$ cat src/rtl/dma_chan_pkg.sv
package dma_chan_pkg;
  typedef enum logic [1:0] {ST_IDLE, ST_FETCH, ST_READ, ST_WRITE} engState_t;

  // Strobes from the control to the datapath
  typedef struct packed {
    logic loadCfg;   // latch configuration inputs
    logic loadDesc;  // latch descriptor fields
    logic restart;   // rewind pointers and counts
    logic capture;   // register read data
    logic advance;   // one word written
  } dpCtl_t;
endpackage

$ cat src/rtl/dma_chan_dpath.sv
module dma_chan_dpath
  import dma_chan_pkg::*;
#(
  parameter int AW  = 32,
  parameter int DW  = 32,
  parameter int SZW = 12
) (
  input  logic           clk,
  input  logic           rstN,
  input  dpCtl_t         ctl,
  input  logic [AW-1:0]  cfgSrc,
  input  logic [AW-1:0]  cfgDst,
  input  logic [AW-1:0]  cfgSrcMask,
  input  logic [AW-1:0]  cfgDstMask,
  input  logic           cfgIncSrc,
  input  logic           cfgIncDst,
  input  logic [SZW-1:0] cfgTotal,
  input  logic [SZW-1:0] cfgChunk,
  input  logic [AW-1:0]  descSrc,
  input  logic [AW-1:0]  descDst,
  input  logic           descIncSrc,
  input  logic           descIncDst,
  input  logic [SZW-1:0] descTotal,
  input  logic [DW-1:0]  memRdata,
  output logic [AW-1:0]  srcAddr,
  output logic [AW-1:0]  dstAddr,
  output logic [DW-1:0]  wrData,
  output logic           lastWord,
  output logic           chunkEnd
);
  localparam logic [AW-1:0] STEP = AW'(DW / 8);

  logic [AW-1:0]  srcQ, dstQ, srcBase, dstBase, srcMask, dstMask;
  logic [SZW-1:0] totalQ, chunkQ, wordCnt, chunkCnt;
  logic [DW-1:0]  dataQ;

  logic [AW-1:0]  selSrc, selDst;
  logic           selIncSrc, selIncDst;
  logic [SZW-1:0] selTotal, effChunk;

  function automatic logic [AW-1:0] stepAddr(input logic [AW-1:0] a, input logic [AW-1:0] m);
    return (a & ~m) | (((a & m) + STEP) & m);
  endfunction

  always_comb begin
    selSrc    = ctl.loadDesc ? descSrc    : cfgSrc;
    selDst    = ctl.loadDesc ? descDst    : cfgDst;
    selIncSrc = ctl.loadDesc ? descIncSrc : cfgIncSrc;
    selIncDst = ctl.loadDesc ? descIncDst : cfgIncDst;
    selTotal  = ctl.loadDesc ? descTotal  : cfgTotal;
    effChunk  = (cfgChunk == '0 || cfgChunk > selTotal) ? selTotal : cfgChunk;
  end

  assign lastWord = ({1'b0, wordCnt} + (SZW+1)'(1)) >= {1'b0, totalQ};
  assign chunkEnd = ({1'b0, chunkCnt} + (SZW+1)'(1)) >= {1'b0, chunkQ};

  always_ff @(posedge clk) begin
    if (!rstN) begin
      srcQ <= '0; dstQ <= '0; srcBase <= '0; dstBase <= '0;
      srcMask <= '0; dstMask <= '0;
      totalQ <= '0; chunkQ <= '0; wordCnt <= '0; chunkCnt <= '0;
    end else if (ctl.loadCfg || ctl.loadDesc) begin
      srcQ     <= selSrc;
      srcBase  <= selSrc;
      dstQ     <= selDst;
      dstBase  <= selDst;
      srcMask  <= selIncSrc ? cfgSrcMask : '0;
      dstMask  <= selIncDst ? cfgDstMask : '0;
      totalQ   <= selTotal;
      chunkQ   <= effChunk;
      wordCnt  <= '0;
      chunkCnt <= '0;
    end else if (ctl.restart) begin
      srcQ     <= srcBase;
      dstQ     <= dstBase;
      wordCnt  <= '0;
      chunkCnt <= '0;
    end else if (ctl.advance) begin
      srcQ     <= stepAddr(srcQ, srcMask);
      dstQ     <= stepAddr(dstQ, dstMask);
      wordCnt  <= wordCnt + 1'b1;
      chunkCnt <= chunkEnd ? '0 : chunkCnt + 1'b1;
    end
  end

  always_ff @(posedge clk) begin
    if (!rstN)            dataQ <= '0;
    else if (ctl.capture) dataQ <= memRdata;
  end

  assign srcAddr = srcQ;
  assign dstAddr = dstQ;
  assign wrData  = dataQ;

  AST_SRC_WRAP_CONFINED: assert property (@(posedge clk) disable iff (!rstN)
    (ctl.advance && !ctl.restart) |=> ((srcQ & ~srcMask) == ($past(srcQ) & ~srcMask)));
  AST_DST_WRAP_CONFINED: assert property (@(posedge clk) disable iff (!rstN)
    (ctl.advance && !ctl.restart) |=> ((dstQ & ~dstMask) == ($past(dstQ) & ~dstMask)));
  AST_COUNT_BOUND: assert property (@(posedge clk) disable iff (!rstN)
    (totalQ != '0) |-> (wordCnt <= totalQ));
endmodule

$ cat src/rtl/dma_chan_ctrl.sv
module dma_chan_ctrl
  import dma_chan_pkg::*;
#(
  parameter int NUM_CH = 4,
  parameter int CH_IDX = 0
) (
  input  logic              clk,
  input  logic              rstN,
  input  logic              startIn,
  input  logic              stopIn,
  input  logic              hwMode,
  input  logic              descMode,
  input  logic              autoRestart,
  input  logic              ineDone,
  input  logic              ineErr,
  input  logic              maskBit,
  input  logic              hwReq,
  input  logic              ndIn,
  input  logic              descDone,
  input  logic              descEol,
  input  logic              memReady,
  input  logic              lastWord,
  input  logic              chunkEnd,
  output dpCtl_t            ctl,
  output logic              descStart,
  output logic              memReq,
  output logic              memWe,
  output logic              ackOut,
  output logic              chEn,
  output logic              busy,
  output logic              done,
  output logic              err,
  output logic              intDone,
  output logic              intErr,
  output logic [NUM_CH-1:0] srcA,
  output logic              irq
);
  localparam logic [NUM_CH-1:0] CH_BIT = NUM_CH'(1) << CH_IDX;

  engState_t state;
  logic eolQ;
  logic stopHit, startXfer, fetchDone, wordDone, ndHit, endEol;
  logic termAny, termIrq, goFetch, goRestart, goFinish, paceOk;

  always_comb begin
    paceOk    = !hwMode || hwReq;
    stopHit   = chEn && stopIn;
    startXfer = (state == ST_IDLE) && chEn && !stopIn && paceOk;
    fetchDone = (state == ST_FETCH) && descDone && !stopHit;
    wordDone  = (state == ST_WRITE) && memReady && !stopHit;
    ndHit     = hwMode && descMode && ndIn;
    endEol    = fetchDone ? descEol : eolQ;
    termAny   = (fetchDone && ndHit) || (wordDone && (ndHit || lastWord));
    termIrq   = wordDone && !ndHit && lastWord;
    goFetch   = termAny && descMode && !endEol;
    goRestart = termAny && !goFetch && autoRestart;
    goFinish  = termAny && !goFetch && !autoRestart;

    ctl.loadCfg  = startXfer && !descMode;
    ctl.loadDesc = fetchDone;
    ctl.restart  = goRestart;
    ctl.capture  = memReq && !memWe && memReady;
    ctl.advance  = wordDone;

    memReq    = ((state == ST_READ) && paceOk) || (state == ST_WRITE);
    memWe     = (state == ST_WRITE);
    descStart = (state == ST_FETCH);
    irq       = intDone | intErr;
  end

  always_ff @(posedge clk) begin
    if (!rstN) begin
      state <= ST_IDLE; eolQ <= 1'b1; ackOut <= 1'b0;
      chEn <= 1'b0; busy <= 1'b0; done <= 1'b0; err <= 1'b0;
      intDone <= 1'b0; intErr <= 1'b0; srcA <= '0;
    end else begin
      ackOut <= wordDone && chunkEnd;
      if (stopHit) begin
        chEn  <= 1'b0;
        busy  <= 1'b0;
        err   <= 1'b1;
        state <= ST_IDLE;
        if (ineErr && maskBit) begin
          intErr <= 1'b1;
          srcA   <= CH_BIT;
        end
      end else begin
        if (startIn && !chEn) chEn <= 1'b1;
        if (startXfer) begin
          done <= 1'b0; err <= 1'b0;
          intDone <= 1'b0; intErr <= 1'b0; srcA <= '0;
          busy  <= 1'b1;
          state <= descMode ? ST_FETCH : ST_READ;
        end
        if (ctl.capture) state <= ST_WRITE;
        if (fetchDone) eolQ <= descEol;
        if (fetchDone || wordDone) begin
          if (goFetch)       state <= ST_FETCH;
          else if (goFinish) state <= ST_IDLE;
          else               state <= ST_READ;
        end
        if (goFinish) begin
          chEn <= 1'b0;
          busy <= 1'b0;
          done <= 1'b1;
          if (termIrq && ineDone && maskBit) begin
            intDone <= 1'b1;
            srcA    <= CH_BIT;
          end
        end
      end
    end
  end

  AST_NO_REQ_WHEN_IDLE: assert property (@(posedge clk) disable iff (!rstN)
    !busy |-> !memReq);
  AST_ACK_AFTER_WRITE: assert property (@(posedge clk) disable iff (!rstN)
    ackOut |-> $past(memReq && memWe && memReady));
  AST_PACE_HOLDS_START: assert property (@(posedge clk) disable iff (!rstN)
    (hwMode && !hwReq && !busy && !stopIn) |=> !busy);
  AST_STOP_WINS: assert property (@(posedge clk) disable iff (!rstN)
    (chEn && stopIn && busy) |=> (err && !chEn && !busy && !done));
  AST_SRC_ONEHOT: assert property (@(posedge clk) disable iff (!rstN)
    $onehot0(srcA));
  AST_FETCH_HELD: assert property (@(posedge clk) disable iff (!rstN)
    (descStart && !descDone && !stopIn) |=> descStart);
endmodule

$ cat src/rtl/dma_chan_engine.sv
module dma_chan_engine
  import dma_chan_pkg::*;
#(
  parameter int AW     = 32,
  parameter int DW     = 32,
  parameter int SZW    = 12,
  parameter int NUM_CH = 4,
  parameter int CH_IDX = 0
) (
  input  logic              clk,
  input  logic              rstN,
  input  logic              startIn,
  input  logic              stopIn,
  input  logic              hwMode,
  input  logic              descMode,
  input  logic              autoRestart,
  input  logic              incSrc,
  input  logic              incDst,
  input  logic              ineDone,
  input  logic              ineErr,
  input  logic              chMaskA,
  input  logic [AW-1:0]     cfgSrc,
  input  logic [AW-1:0]     cfgDst,
  input  logic [AW-1:0]     cfgSrcMask,
  input  logic [AW-1:0]     cfgDstMask,
  input  logic [SZW-1:0]    cfgTotal,
  input  logic [SZW-1:0]    cfgChunk,
  input  logic              hwReq,
  input  logic              ndIn,
  output logic              ackOut,
  output logic              descStart,
  input  logic              descDone,
  input  logic              descEol,
  input  logic              descIncSrc,
  input  logic              descIncDst,
  input  logic [AW-1:0]     descSrc,
  input  logic [AW-1:0]     descDst,
  input  logic [SZW-1:0]    descTotal,
  output logic              memReq,
  output logic              memWe,
  output logic [AW-1:0]     memAddr,
  output logic [DW-1:0]     memWdata,
  input  logic [DW-1:0]     memRdata,
  input  logic              memReady,
  output logic              chEn,
  output logic              busy,
  output logic              done,
  output logic              err,
  output logic              intDone,
  output logic              intErr,
  output logic [NUM_CH-1:0] srcA,
  output logic              irq
);
  dpCtl_t        ctl;
  logic [AW-1:0] srcAddr, dstAddr;
  logic          lastWord, chunkEnd;

  dma_chan_ctrl #(.NUM_CH(NUM_CH), .CH_IDX(CH_IDX)) uCtrl (
    .clk, .rstN, .startIn, .stopIn, .hwMode, .descMode, .autoRestart,
    .ineDone, .ineErr, .maskBit(chMaskA), .hwReq, .ndIn, .descDone, .descEol,
    .memReady, .lastWord, .chunkEnd, .ctl, .descStart, .memReq, .memWe,
    .ackOut, .chEn, .busy, .done, .err, .intDone, .intErr, .srcA, .irq
  );

  dma_chan_dpath #(.AW(AW), .DW(DW), .SZW(SZW)) uDpath (
    .clk, .rstN, .ctl, .cfgSrc, .cfgDst, .cfgSrcMask, .cfgDstMask,
    .cfgIncSrc(incSrc), .cfgIncDst(incDst), .cfgTotal, .cfgChunk,
    .descSrc, .descDst, .descIncSrc, .descIncDst, .descTotal, .memRdata,
    .srcAddr, .dstAddr, .wrData(memWdata), .lastWord, .chunkEnd
  );

  assign memAddr = memWe ? dstAddr : srcAddr;
endmodule

$ cat config.mk
export PLATFORM = sky130hd
export DESIGN_NAME = dma_chan_engine
export DESIGN_NICKNAME = d
export VERILOG_FILES = /design/src/rtl/dma_chan_pkg.sv /design/src/rtl/dma_chan_dpath.sv /design/src/rtl/dma_chan_ctrl.sv /design/src/rtl/dma_chan_engine.sv
export SDC_FILE = /design/constraint.sdc
export NUM_CORES = 1
export LEC_CHECK = 0
export BUFFER_PORTS_ARGS = -buffer_cell sky130_fd_sc_hd__buf_2
export CAP_MARGIN = 20
export CORE_MARGIN = 8
export CORE_UTILIZATION = 50
export DETAILED_ROUTE_END_ITERATION = 8
export PLACE_DENSITY = 0.75
export SKIP_LAST_GASP = 1
export SYNTH_ARGS = -nofsm -noshare
export SYNTH_HDL_FRONTEND = slang
export SYNTH_SLANG_ARGS = --single-unit
$ cat constraint.sdc
create_clock -name clk -period 4.8 [get_ports clk]
set_input_delay 0.96 -clock clk [delete_from_list [all_inputs] [get_ports clk]]
set_output_delay 0.96 -clock clk [all_outputs]
set_load 0.005 [all_outputs]
==> flow_metrics.tcl <==
set metrics [dict create \
    reg2reg_slack_ns 0.56 \
    setup_viol 0 \
    port_buffers 353 \
    drt_wl_total_um 55600 \
    worst_ep_arrival_time_ns 4.68 \
    drtIter0Drc 1601 \
    mostFrequentLayoutCell "buf_2" \
    gp_congestion 0.932 \
    grt_overflow 0 \
    skew_ns 0.0223 \
    vdd_drop_max_v 0.000221 \
    synth_area_leaders "dfxtp_1 (36%), nand2_1 (7.6%), o21ai_0 (6.5%)" \
    yosysSeqAreaShare_pct 36.3 \
    numCtsBuffers 34 \
    synth-seq-cells 282 \
    die-area_um2 37000 \
    clockRootBuffer "clkbuf_16" \
    async_reset_ff_share_pct 0 \
    slowest_delay_ns 0.47 \
    slew_violations 0 \
    grt_pass1_wl_um 86000 \
    hold_class "reg2reg" \
    post_cts_resize_count 0 \
    final_cell_area_um2 18600 \
    drv_cap 0 \
    yosysWarnings 0 \
    synth_nets 2244 \
    max_freq_mhz 236 \
    fp.dieW_um 192 \
    start_util_pct 50.8 \
    cpMaxStageDelayCell "or3_1" \
    powerDensity_nw_per_um2 307 \
    die_h_um 192 \
    syn2layout_area_growth_pct 19.8 \
    layoutNonFillerInstCount 2615 \
    synth-edff-count 0 \
    finalCritPeriodShare_pct 88.4 \
    critPathLaunchType "register" \
    grt_max_degree 90 \
    outcome "finished clean" \
    fin_setup_tns_ns 0 \
    syn_area_um2 15500 \
    antenna_left 0 \
    drive_gt1_share_pct 22.8 \
    postCtsSetupRepairBufs 0 \
    rsz0062_at_grt "false" \
    boundaryPins 358 \
    grt_pass1_vias 15800 \
    synth.avg_cell_area_um2 8.08 \
    wire_per_inst_um 21.3 \
    reg2reg_depth 15 \
    dp.cells 2554 \
    yosysTopAreaCell "dfxtp_1" \
    endpoint_kind "register" \
    cts_hold_buf 0 \
    tightestPinTransition_ns 1.03 \
    place.detailed.hpwl_um 38400 \
    vias_per_cell 6.25 \
    cts.sinks 282 \
    slew_headroom_pct 31.5 \
    p_leak_uw 0.00746 \
    whs_path_depth 2 \
    tritoncts "yes" \
    core.rowCount 64 \
    hp-start "uCtrl.srcA[2]$_SDFFE_PN0P_" \
    critPathMaxFanout 28 \
    holdPathEnd "uCtrl.srcA[2]$_SDFFE_PN0P_" \
    netlist_instances 1923 \
    dr.pass1.iters 6 \
    r2r_start "uDpath.wordCnt[2]$_SDFFE_PP0P_" \
    clkLatencyLatePin_ns 0.52 \
    finalHoldViolCount 0 \
    layout_common_cells "buf_2 (352), nand2_1 (314), dfxtp_1 (282)" \
    required_ns 5.24 \
    max-clock-path-buffers 3 \
    n_fill_cell 2758 \
    dr_total_vias 16300 \
    antenna_found_initial 4 \
    clkTransAtPathRegs_ns 0.06 \
    hold_ws_ns 0.428 \
    dpl_cell_area_um2 17500 \
    critPathKind "reg2reg" \
    drc 0 \
    p_total_uw 5720 \
    fin_crit_ns 4.24 \
    fin_nets 2516 \
    core-area_um2 30600 \
    ys_types 76 \
    ys.flop_type "dfxtp_1" \
    critPathMostFrequentCell "nand3_1" \
    h-tree-depth 2 \
    synth.top_cell.area_share_pct 36.3 \
    critical_path.cell_chain "nand3_1 -> or3_1 -> nor2_1 -> nand2_1 -> xnor2_1 -> ha_1 -> nand3_1 -> or2_2 -> o221ai_1 -> a2111oi_4 -> buf_4 -> nor2_2 -> buf_12 -> mux2_2 -> a41oi_1" \
    grt_use_total_pct 28.6 \
]
critical path, delay by kind of cell, from the launching register on:
family | cells | cell delay (ns)
muxes | 1 | 0.35
buffers and inverters | 2 | 0.51
DFF | 1 | 0.39
and+or+nand+nor | 7 | 1.90
AOI/OAI and AO/OA | 3 | 0.56
adders and majority gates | 1 | 0.30
xor gates and xnor gates | 1 | 0.14
per-layer routing:
layer / global-route usage, % / vias up / part of all wire (%)
met5: 0 / - / 0
li1: - / 7612 / -
met1: 37.5 / 7714 / 40
met2: 45.9 / 888 / 46
met3: 5.38 / 126 / 9.7
met4: 11.6 / 0 / 3.6
how the worst max path moves through the flow:
stage,startpoint,to,slack [ns],depth (start not counted)
after floorplan,stopIn,uDpath.chunkQ[0]$_SDFFE_PN0P_,0.95,14
after global placement,uDpath.wordCnt[2]$_SDFFE_PP0P_,register,0.62,15
final,uDpath.wordCnt[2]$_SDFFE_PP0P_,register,0.56,15
after CTS,uDpath.wordCnt[2]$_SDFFE_PP0P_,register,0.55,15
after detailed placement,uDpath.wordCnt[2]$_SDFFE_PP0P_,register,0.56,15
after global routing,uDpath.wordCnt[0]$_SDFFE_PP0P_,register,0.23,15
cells in the mapped netlist (5+ instances only):
library cell and number:
nor2_1 84, a21o_1 21, buf_1 17, o22ai_1 26, o21ai_0 203, buf_6 7, a22oi_1 10, and3_1 20
ha_1 42, mux2_2 35, or4_1 5, and4_1 17, nor4_1 12, nand2b_1 8, xor2_1 33, a31oi_1 82
a41oi_1 42, and2_1 14, buf_4 6, nand2_1 316, mux2i_1 31, a21oi_1 70, dfxtp_1 282, xnor2_1 50
nand3_1 59, or3_1 10, o211a_1 5, nand4_1 50, o311ai_0 11, o21a_1 6, buf_2 26, or2_2 5
inv_1 39, nor3_1 35, a211oi_1 23, a22o_1 61, clkbuf_1 90, nor3b_1 11
through the flow:
step                      util, %  setup WS (ns)
after floorplan                 -          0.951
after global placement       57.1          0.618
after detailed placement     57.2          0.558
after CTS                    60.8          0.547
after global routing         60.9          0.227
final                        60.9          0.557
kinds of logic (layout without fill, tap and decap cells):
logic type	count (synthesis)	in the layout	synth area share (%)
simple gates	670	670	20.9
compound gates	592	592	24.8
flops	282	282	36.3
buf+inv	187	479	5.31
xor+xnor	83	83	4.68
mux	67	67	4.60
fa+ha+maj	42	42	3.38
other cells	0	4	0
layout make-up:
| type | count | area [um2] | share of cell area, % |
|---|---|---|---|
| Clock inverter | 5 | 75.1 | 0.403 |
| Timing Repair Buffer | 384 | 2080 | 11.2 |
| Inverter | 39 | 148 | 0.793 |
| Antenna cell | 4 | 10.0 | 0.0537 |
| Tap cell | 396 | 495 | 2.66 |
| Multi-Input combinational cell | 1454 | 9140 | 49.0 |
| Clock buffer | 51 | 1040 | 5.58 |
| Sequential cell | 282 | 5650 | 30.3 |
where the power goes:
| part | internal (uW) | switching, uW | total, uW |
|---|---|---|---|
| combinational | 236 | 424 | 660 |
| sequential | 2410 | 54.3 | 2460 |
| clock | 1590 | 1000 | 2590 |
| total | 4240 | 1480 | 5720 |
Note: power is estimated with default switching activity, not from simulation.
